==> src/rtl/rsp_parse_pkg.sv <==
package rsp_parse_pkg;

    localparam int WORD_W  = 32;
    localparam int FIELD_W = 16;
    localparam int BYTE_W  = 8;
    localparam int NB_W    = 3;

    localparam logic [WORD_W-1:0] STS_ACK_WORD = 32'h0000_0084;
    localparam logic [WORD_W-1:0] STS_ESC_WORD = 32'h0000_0087;

    localparam logic [5:0] DT_ERR_REPORT = 6'h02;
    localparam logic [5:0] DT_SHORT_1B   = 6'h21;
    localparam logic [5:0] DT_SHORT_2B   = 6'h22;
    localparam logic [5:0] DT_LONG_GEN   = 6'h1A;
    localparam logic [5:0] DT_LONG_CMD   = 6'h1C;

    // Positions inside the error bitmap
    localparam int EB_SOT          = 0;
    localparam int EB_SOT_SYNC     = 1;
    localparam int EB_EOT_SYNC     = 2;
    localparam int EB_ESC_ENTRY    = 3;
    localparam int EB_LP_SYNC      = 4;
    localparam int EB_PERIPH_TMO   = 5;
    localparam int EB_FALSE_CTRL   = 6;
    localparam int EB_CONTENTION   = 7;
    localparam int EB_ECC_SINGLE   = 8;
    localparam int EB_ECC_MULTI    = 9;
    localparam int EB_CHECKSUM     = 10;
    localparam int EB_BAD_TYPE     = 11;
    localparam int EB_BAD_VC       = 12;
    localparam int EB_BAD_LEN      = 13;
    localparam int EB_RSVD         = 14;
    localparam int EB_PROTOCOL     = 15;

    typedef enum logic [1:0] {
        SK_ACK,
        SK_ESC,
        SK_UNK
    } sts_kind_e;

    typedef enum logic [2:0] {
        HK_ERR,
        HK_SHORT1,
        HK_SHORT2,
        HK_LONG,
        HK_OTHER
    } hdr_kind_e;

    typedef struct packed {
        hdr_kind_e          kind;
        logic [FIELD_W-1:0] field;
        logic [BYTE_W-1:0]  lo_byte;
        logic [BYTE_W-1:0]  hi_byte;
    } hdr_info_t;

    typedef enum logic [2:0] {
        PS_IDLE,
        PS_STATUS,
        PS_HDR,
        PS_PAYLOAD,
        PS_EMIT,
        PS_DONE
    } pstate_e;

    function automatic logic [FIELD_W-1:0] min_field(
        input logic [FIELD_W-1:0] a,
        input logic [FIELD_W-1:0] b
    );
        return (a < b) ? a : b;
    endfunction

    function automatic logic [NB_W-1:0] word_take(input logic [FIELD_W-1:0] budget);
        return (budget >= FIELD_W'(4)) ? NB_W'(4) : budget[NB_W-1:0];
    endfunction

endpackage

==> src/rtl/rsp_status_cls.sv <==
module rsp_status_cls
    import rsp_parse_pkg::*;
(
    input  logic [WORD_W-1:0] word,
    output sts_kind_e         kind
);
    always_comb begin
        if (word == STS_ACK_WORD)
            kind = SK_ACK;
        else if (word == STS_ESC_WORD)
            kind = SK_ESC;
        else
            kind = SK_UNK;
    end
endmodule

==> src/rtl/rsp_hdr_dec.sv <==
module rsp_hdr_dec
    import rsp_parse_pkg::*;
(
    input  logic [23:0] hdr,
    output hdr_info_t   info
);
    logic [5:0] dtype;

    assign dtype = hdr[5:0];

    always_comb begin
        info.field   = hdr[23:8];
        info.lo_byte = hdr[15:8];
        info.hi_byte = hdr[23:16];
        unique case (dtype)
            DT_ERR_REPORT:            info.kind = HK_ERR;
            DT_SHORT_1B:              info.kind = HK_SHORT1;
            DT_SHORT_2B:              info.kind = HK_SHORT2;
            DT_LONG_GEN, DT_LONG_CMD: info.kind = HK_LONG;
            default:                  info.kind = HK_OTHER;
        endcase
    end
endmodule

==> src/rtl/rsp_byte_unpack.sv <==
module rsp_byte_unpack
    import rsp_parse_pkg::*;
(
    input  logic              clk,
    input  logic              rst,
    input  logic              load,
    input  logic [WORD_W-1:0] load_word,
    input  logic [NB_W-1:0]   load_n,
    input  logic              shift,
    output logic [BYTE_W-1:0] byte_o,
    output logic              last_o
);
    logic [WORD_W-1:0] sh_q;
    logic [NB_W-1:0]   left_q;

    always_ff @(posedge clk) begin
        if (rst) begin
            sh_q   <= '0;
            left_q <= '0;
        end else if (load) begin
            sh_q   <= load_word;
            left_q <= load_n;
        end else if (shift) begin
            sh_q   <= sh_q >> BYTE_W;
            left_q <= left_q - NB_W'(1);
        end
    end

    assign byte_o = sh_q[BYTE_W-1:0];
    assign last_o = (left_q == NB_W'(1));
endmodule

==> src/rtl/rsp_parser.sv <==
module rsp_parser
    import rsp_parse_pkg::*;
#(
    parameter int CNT_W = 5
) (
    input  logic               clk,
    input  logic               rst,
    input  logic [CNT_W-1:0]   fifo_level,
    input  logic [31:0]        fifo_word,
    output logic               fifo_pop,
    input  logic [15:0]        req_len,
    output logic               st_ack,
    output logic               st_esc,
    output logic               st_unknown,
    output logic               err_valid,
    output logic [15:0]        err_map,
    output logic               len_valid,
    output logic [15:0]        long_len,
    output logic               unhandled,
    output logic               byte_valid,
    output logic [7:0]         byte_data,
    output logic               resp_done
);
    pstate_e            state_q;
    logic [CNT_W-1:0]   words_q;
    logic [FIELD_W-1:0] budget_q;
    logic [FIELD_W-1:0] req_q;

    sts_kind_e          sts_kind;
    hdr_info_t          hinfo;

    logic               up_load;
    logic [WORD_W-1:0]  up_word;
    logic [NB_W-1:0]    up_n;
    logic               up_shift;
    logic               up_last;
    logic [NB_W-1:0]    take;

    rsp_status_cls u_sts (
        .word (fifo_word),
        .kind (sts_kind)
    );

    rsp_hdr_dec u_hdr (
        .hdr  (fifo_word[23:0]),
        .info (hinfo)
    );

    rsp_byte_unpack u_unpack (
        .clk       (clk),
        .rst       (rst),
        .load      (up_load),
        .load_word (up_word),
        .load_n    (up_n),
        .shift     (up_shift),
        .byte_o    (byte_data),
        .last_o    (up_last)
    );

    assign take = word_take(budget_q);

    // Pop and unpacker control
    always_comb begin
        fifo_pop = 1'b0;
        up_load  = 1'b0;
        up_word  = fifo_word;
        up_n     = take;
        up_shift = 1'b0;
        unique case (state_q)
            PS_STATUS: fifo_pop = 1'b1;
            PS_HDR: begin
                fifo_pop = 1'b1;
                if (hinfo.kind == HK_SHORT1 || hinfo.kind == HK_SHORT2) begin
                    up_load = 1'b1;
                    up_word = {{(WORD_W-2*BYTE_W){1'b0}}, hinfo.hi_byte, hinfo.lo_byte};
                    up_n    = (hinfo.kind == HK_SHORT2) ? NB_W'(2) : NB_W'(1);
                end
            end
            PS_PAYLOAD: begin
                fifo_pop = (words_q != '0);
                up_load  = (words_q != '0) && (budget_q != '0);
            end
            PS_EMIT: up_shift = 1'b1;
            default: ;
        endcase
    end

    assign byte_valid = (state_q == PS_EMIT);
    assign resp_done  = (state_q == PS_DONE);

    always_ff @(posedge clk) begin
        if (rst) begin
            state_q    <= PS_IDLE;
            words_q    <= '0;
            budget_q   <= '0;
            req_q      <= '0;
            st_ack     <= 1'b0;
            st_esc     <= 1'b0;
            st_unknown <= 1'b0;
            err_valid  <= 1'b0;
            err_map    <= '0;
            len_valid  <= 1'b0;
            long_len   <= '0;
            unhandled  <= 1'b0;
        end else begin
            unique case (state_q)
                PS_IDLE: begin
                    if (fifo_level != '0) begin
                        words_q    <= fifo_level;
                        req_q      <= req_len;
                        budget_q   <= '0;
                        st_ack     <= 1'b0;
                        st_esc     <= 1'b0;
                        st_unknown <= 1'b0;
                        err_valid  <= 1'b0;
                        err_map    <= '0;
                        len_valid  <= 1'b0;
                        long_len   <= '0;
                        unhandled  <= 1'b0;
                        state_q    <= PS_STATUS;
                    end
                end
                PS_STATUS: begin
                    st_ack     <= (sts_kind == SK_ACK);
                    st_esc     <= (sts_kind == SK_ESC);
                    st_unknown <= (sts_kind == SK_UNK);
                    words_q    <= words_q - CNT_W'(1);
                    state_q    <= (words_q == CNT_W'(1)) ? PS_DONE : PS_HDR;
                end
                PS_HDR: begin
                    words_q <= words_q - CNT_W'(1);
                    unique case (hinfo.kind)
                        HK_ERR: begin
                            err_valid <= 1'b1;
                            err_map   <= hinfo.field;
                            state_q   <= PS_PAYLOAD;
                        end
                        HK_SHORT1, HK_SHORT2: state_q <= PS_EMIT;
                        HK_LONG: begin
                            len_valid <= 1'b1;
                            long_len  <= hinfo.field;
                            budget_q  <= min_field(hinfo.field, req_q);
                            state_q   <= PS_PAYLOAD;
                        end
                        default: begin
                            unhandled <= 1'b1;
                            state_q   <= PS_PAYLOAD;
                        end
                    endcase
                end
                PS_PAYLOAD: begin
                    if (words_q == '0) begin
                        state_q <= PS_DONE;
                    end else begin
                        words_q <= words_q - CNT_W'(1);
                        if (budget_q != '0) begin
                            budget_q <= budget_q - FIELD_W'(take);
                            state_q  <= PS_EMIT;
                        end
                    end
                end
                PS_EMIT: begin
                    if (up_last)
                        state_q <= PS_PAYLOAD;
                end
                PS_DONE: state_q <= PS_IDLE;
                default: state_q <= PS_IDLE;
            endcase
        end
    end
endmodule

==> config.mk <==
export PLATFORM = sky130hd
export DESIGN_NAME = rsp_parser
export DESIGN_NICKNAME = d
export VERILOG_FILES = /design/src/rtl/rsp_parse_pkg.sv /design/src/rtl/rsp_status_cls.sv /design/src/rtl/rsp_hdr_dec.sv /design/src/rtl/rsp_byte_unpack.sv /design/src/rtl/rsp_parser.sv
export SDC_FILE = /design/constraint.sdc
export NUM_CORES = 1
export LEC_CHECK = 0
export ABC_AREA = 1
export BUFFER_PORTS_ARGS = -buffer_cell sky130_fd_sc_hd__buf_4
export CAP_MARGIN = 20
export CORE_ASPECT_RATIO = 1.1
export CORE_MARGIN = 2
export CORE_UTILIZATION = 57
export CTS_BUF_LIST = sky130_fd_sc_hd__clkbuf_16
export CTS_CLUSTER_DIAMETER = 40
export DETAILED_ROUTE_END_ITERATION = 16
export PLACE_DENSITY = 0.85
export SYNTH_ARGS = -nofsm -noshare
export SYNTH_HDL_FRONTEND = slang
export SYNTH_SLANG_ARGS = --single-unit
==> constraint.sdc <==
create_clock -name clk -period 2.14 [get_ports clk]
set_input_delay 0.214 -clock clk [delete_from_list [all_inputs] [get_ports clk]]
set_output_delay 0.214 -clock clk [all_outputs]
set_load 0.01 [all_outputs]
==> flow_metrics.tcl <==
set metrics [dict create \
    status "completed" \
    cts_inserted_buffers 17 \
    ir_drop_v 0.00139 \
    crit_family "buffers and inverters" \
    hold_viol_final 0 \
    overflow 0 \
    cts_tree "built" \
    dpl.hpwl_mm 12.7 \
    ys_seq_area_frac 0.362 \
    layout_min_cycle_time_ps 1990 \
    cp_slowest_stage_delay_ps 350 \
    setup_violations 0 \
    clk_latency_ps 420 \
    power_frac_comb 0.492 \
    synth-adder-area-share 0.0400 \
    cts_buffer_depth 2 \
    path_clk_slew_ps 60 \
    die_h_um 114 \
    grt-busiest-layer "met2" \
    pwr_density_cell_nw_per_um2 1640 \
    htreeDepth 4 \
    start_util 0.578 \
    worstMarginPinSlew_ps 659 \
    placed_area_um2 7060 \
    critPathCaptureType "output pin" \
    wl_per_cell_um 15.9 \
    critical_path.startpoint_type "register" \
    ant_nets 0 \
    drtIter0Drc 533 \
    synth-compound-area-share 0.222 \
    post-route-period-util 0.929 \
    antenna_found_initial 0 \
    cp_slowest_cell "dfxtp_1" \
    dr_total_vias 6579 \
    crit_buf_inv 3 \
    grt_max_degree 46 \
    gp_congestion 0.925 \
    final.setup.tns_ps 0 \
    yosysUniqueCellTypes 42 \
    intPower_mw 7.06 \
    synth_area_um2 6250 \
    min-delay-start "fifo_word[6]" \
    drt_wl_total_mm 18.3 \
    dieArea_um2 11800 \
    ios 104 \
    pre_cts_slack_ps 124 \
    synth_top_family_by_area "simple AND/OR/NAND/NOR gates" \
    finalClockSkew_ps 10.5 \
    max_freq_mhz 503 \
    n_antenna_cell 0 \
    grt_pass1_wl_mm 30.3 \
    cp.arrival_ps 1770 \
    ys_warn_count 0 \
    final_max_slew_viol_count 0 \
    synthToLayoutAreaGrowth_pct 23.2 \
    die_x_um 104 \
    p_leak_nw 3.48 \
    rr_endpoint "budget_q[14]" \
    min_path_cells 3 \
    power_mw 12.6 \
    swShare 0.440 \
    core_um2 10800 \
    whs_ps 59.1 \
    r2r-start "budget_q[8]" \
    via_per_inst 5.70 \
    nets 1070 \
    yosys.area.top_type "dfxtp_1" \
    met1_usage 0.388 \
    synth-simple-area-share 0.254 \
    dr.pass1.iters 6 \
    power_frac_clock 0.232 \
    crit_path_cell_trace "inv_2, nand2_2, nor2_4, inv_1, nand3_1, buf_4" \
    io_buffers 103 \
    grt_pass1_vias 6149 \
    grt.total_usage 0.317 \
    critPathMaxFanout 11 \
    rsz0062_at_grt "yes" \
    maxSlewHeadroom 0.560 \
    maxCapViolations 0 \
    syn_nets 979 \
    root_buffer "clkbuf_16" \
    use_met3 0.0851 \
    clock-sinks 113 \
    layout_setup_ws_ps 153 \
    syn_avg_cell_area_um2 6.92 \
    synth_xor_xnor_area_share 0.00280 \
    synth_top_cell_area_share 0.362 \
    critPathKind "register to output pin" \
    ys_seq_elements 113 \
    required_ps 1930 \
    r2r_setup_slack_ps 160 \
    synth_cells 904 \
    ff2ff_path_depth 15 \
    drc 0 \
    worst_hold_path.endpoint "u_unpack.sh_q[6]" \
    final_cell_area_um2 7700 \
    num_rows 40 \
    power_switching_mw 5.55 \
    muxShareOfSynthArea 0 \
    synth.area.top_cells "dfxtp_1, nand2_1, a21oi_1, inv_1, o21ai_0" \
    p_seq_frac 0.276 \
    layout-drive-gt1-share 0.209 \
    hold_path_class "input pin to register" \
    use_met2 0.529 \
]
[power by group through the flow]
stage                     Combinational [mW]  Sequential (mW)  Clock, mW
final                                   6.21             3.48       2.92
after global placement                  5.79             3.46          0
after floorplan                         4.28             3.53          0
after detailed placement                5.95             3.46          0
after CTS                               6.03             3.46       2.92
after global routing                    6.93             3.57       3.05
[how the worst max path moves through the flow]
| stage | start | end | slack (ps) | cells after the start |
|---|---|---|---|---|
| global placement | fifo_word[13] | budget_q[13] | 160 | 11 |
| floorplan | req_q[9] | budget_q[15] | 320 | 12 |
| finish | state_q[2] | fifo_pop | 150 | 6 |
| global route | budget_q[9] | budget_q[4] | -8 | 14 |
| detailed placement | fifo_word[15] | budget_q[13] | 120 | 11 |
| CTS | state_q[2] | err_map[4] | 80 | 9 |
[per-stage QoR]
stage                     cells  utilization
after global routing       1155        0.712
after CTS                  1153        0.709
after global placement     1121        0.653
after detailed placement   1121        0.653
after floorplan             904            -
final                      1155        0.712
[worst min-delay path, cell delays in order]
cell	delay [ps]
buf_4	90
a21oi_1	60
nor2_1	70
[cells by family (layout without fill, tap and decap cells)]
logic type      after synthesis  after routing
simple gates                351            351
compound gates              255            255
buf+inv                     162            266
flops                       113            113
fa+ha+maj                    20             20
xor+xnor                      2              2
other cells                   1              1
[final cells by class]
type / instances / area [µm²]
Clock buffer: 17 / 425
Clock inverter: 15 / 184
Fill cell: 876 / 3110
Inverter: 114 / 447
Multi-Input combinational cell: 629 / 3260
Sequential cell: 113 / 2260
Tap cell: 147 / 184
Timing Repair Buffer: 119 / 931
Timing Repair inverter: 1 / 7.51
[cells in the mapped netlist (all sizes together)]
cell / instances
a211oi: 11
a21o: 1
a21oi: 101
a31o: 1
a31oi: 14
a41oi: 2
buf: 32
clkbuf: 16
clkinv: 1
conb: 1
dfxtp: 113
ha: 20
inv: 113
nand2: 167
nand3: 63
nand3b: 2
nand4: 10
nor2: 93
nor3: 13
nor4: 3
o211ai: 2
o21a: 1
o21ai: 121
o31ai: 1
xnor2: 1
xor2: 1
[registers in the layout (all words and copies together) (netlist names)]
name,flops
budget_q,16
st_unknown,1
len_valid,1
err_map,16
st_esc,1
long_len,16
state_q,3
unhandled,1
u_unpack.left_q,3
req_q,16
words_q,5
u_unpack.sh_q,32
st_ack,1
err_valid,1
[metal layers]
layer	part of all wire	vias to the layer above
met2	0.47	306
li1	-	3185
met5	0	-
met3	0.082	65
met1	0.40	3023
met4	0.040	0
[cells in the final DEF (no fill, tap or decap), drive strengths merged, types with 6 or more instances in the layout]
| cell type | Yosys | final |
|---|---|---|
| a211oi | 11 | 11 |
| a21oi | 101 | 101 |
| a31oi | 14 | 14 |
| buf | 32 | 119 |
| clkbuf | 16 | 17 |
| clkinv | 1 | 6 |
| dfxtp | 113 | 113 |
| ha | 20 | 20 |
| inv | 113 | 116 |
| nand2 | 167 | 167 |
| nand3 | 63 | 63 |
| nand4 | 10 | 10 |
| nor2 | 93 | 93 |
| nor3 | 13 | 13 |
| o21ai | 121 | 121 |
[timing repair]
item	in CTS	in global routing
endpoints found under the hold margin	0	0
buffers inserted	0	1
gates resized for setup	0	7
endpoints found under the setup margin	0	34
hold buffers	0	0
Power figures use the tool's default switching activity.
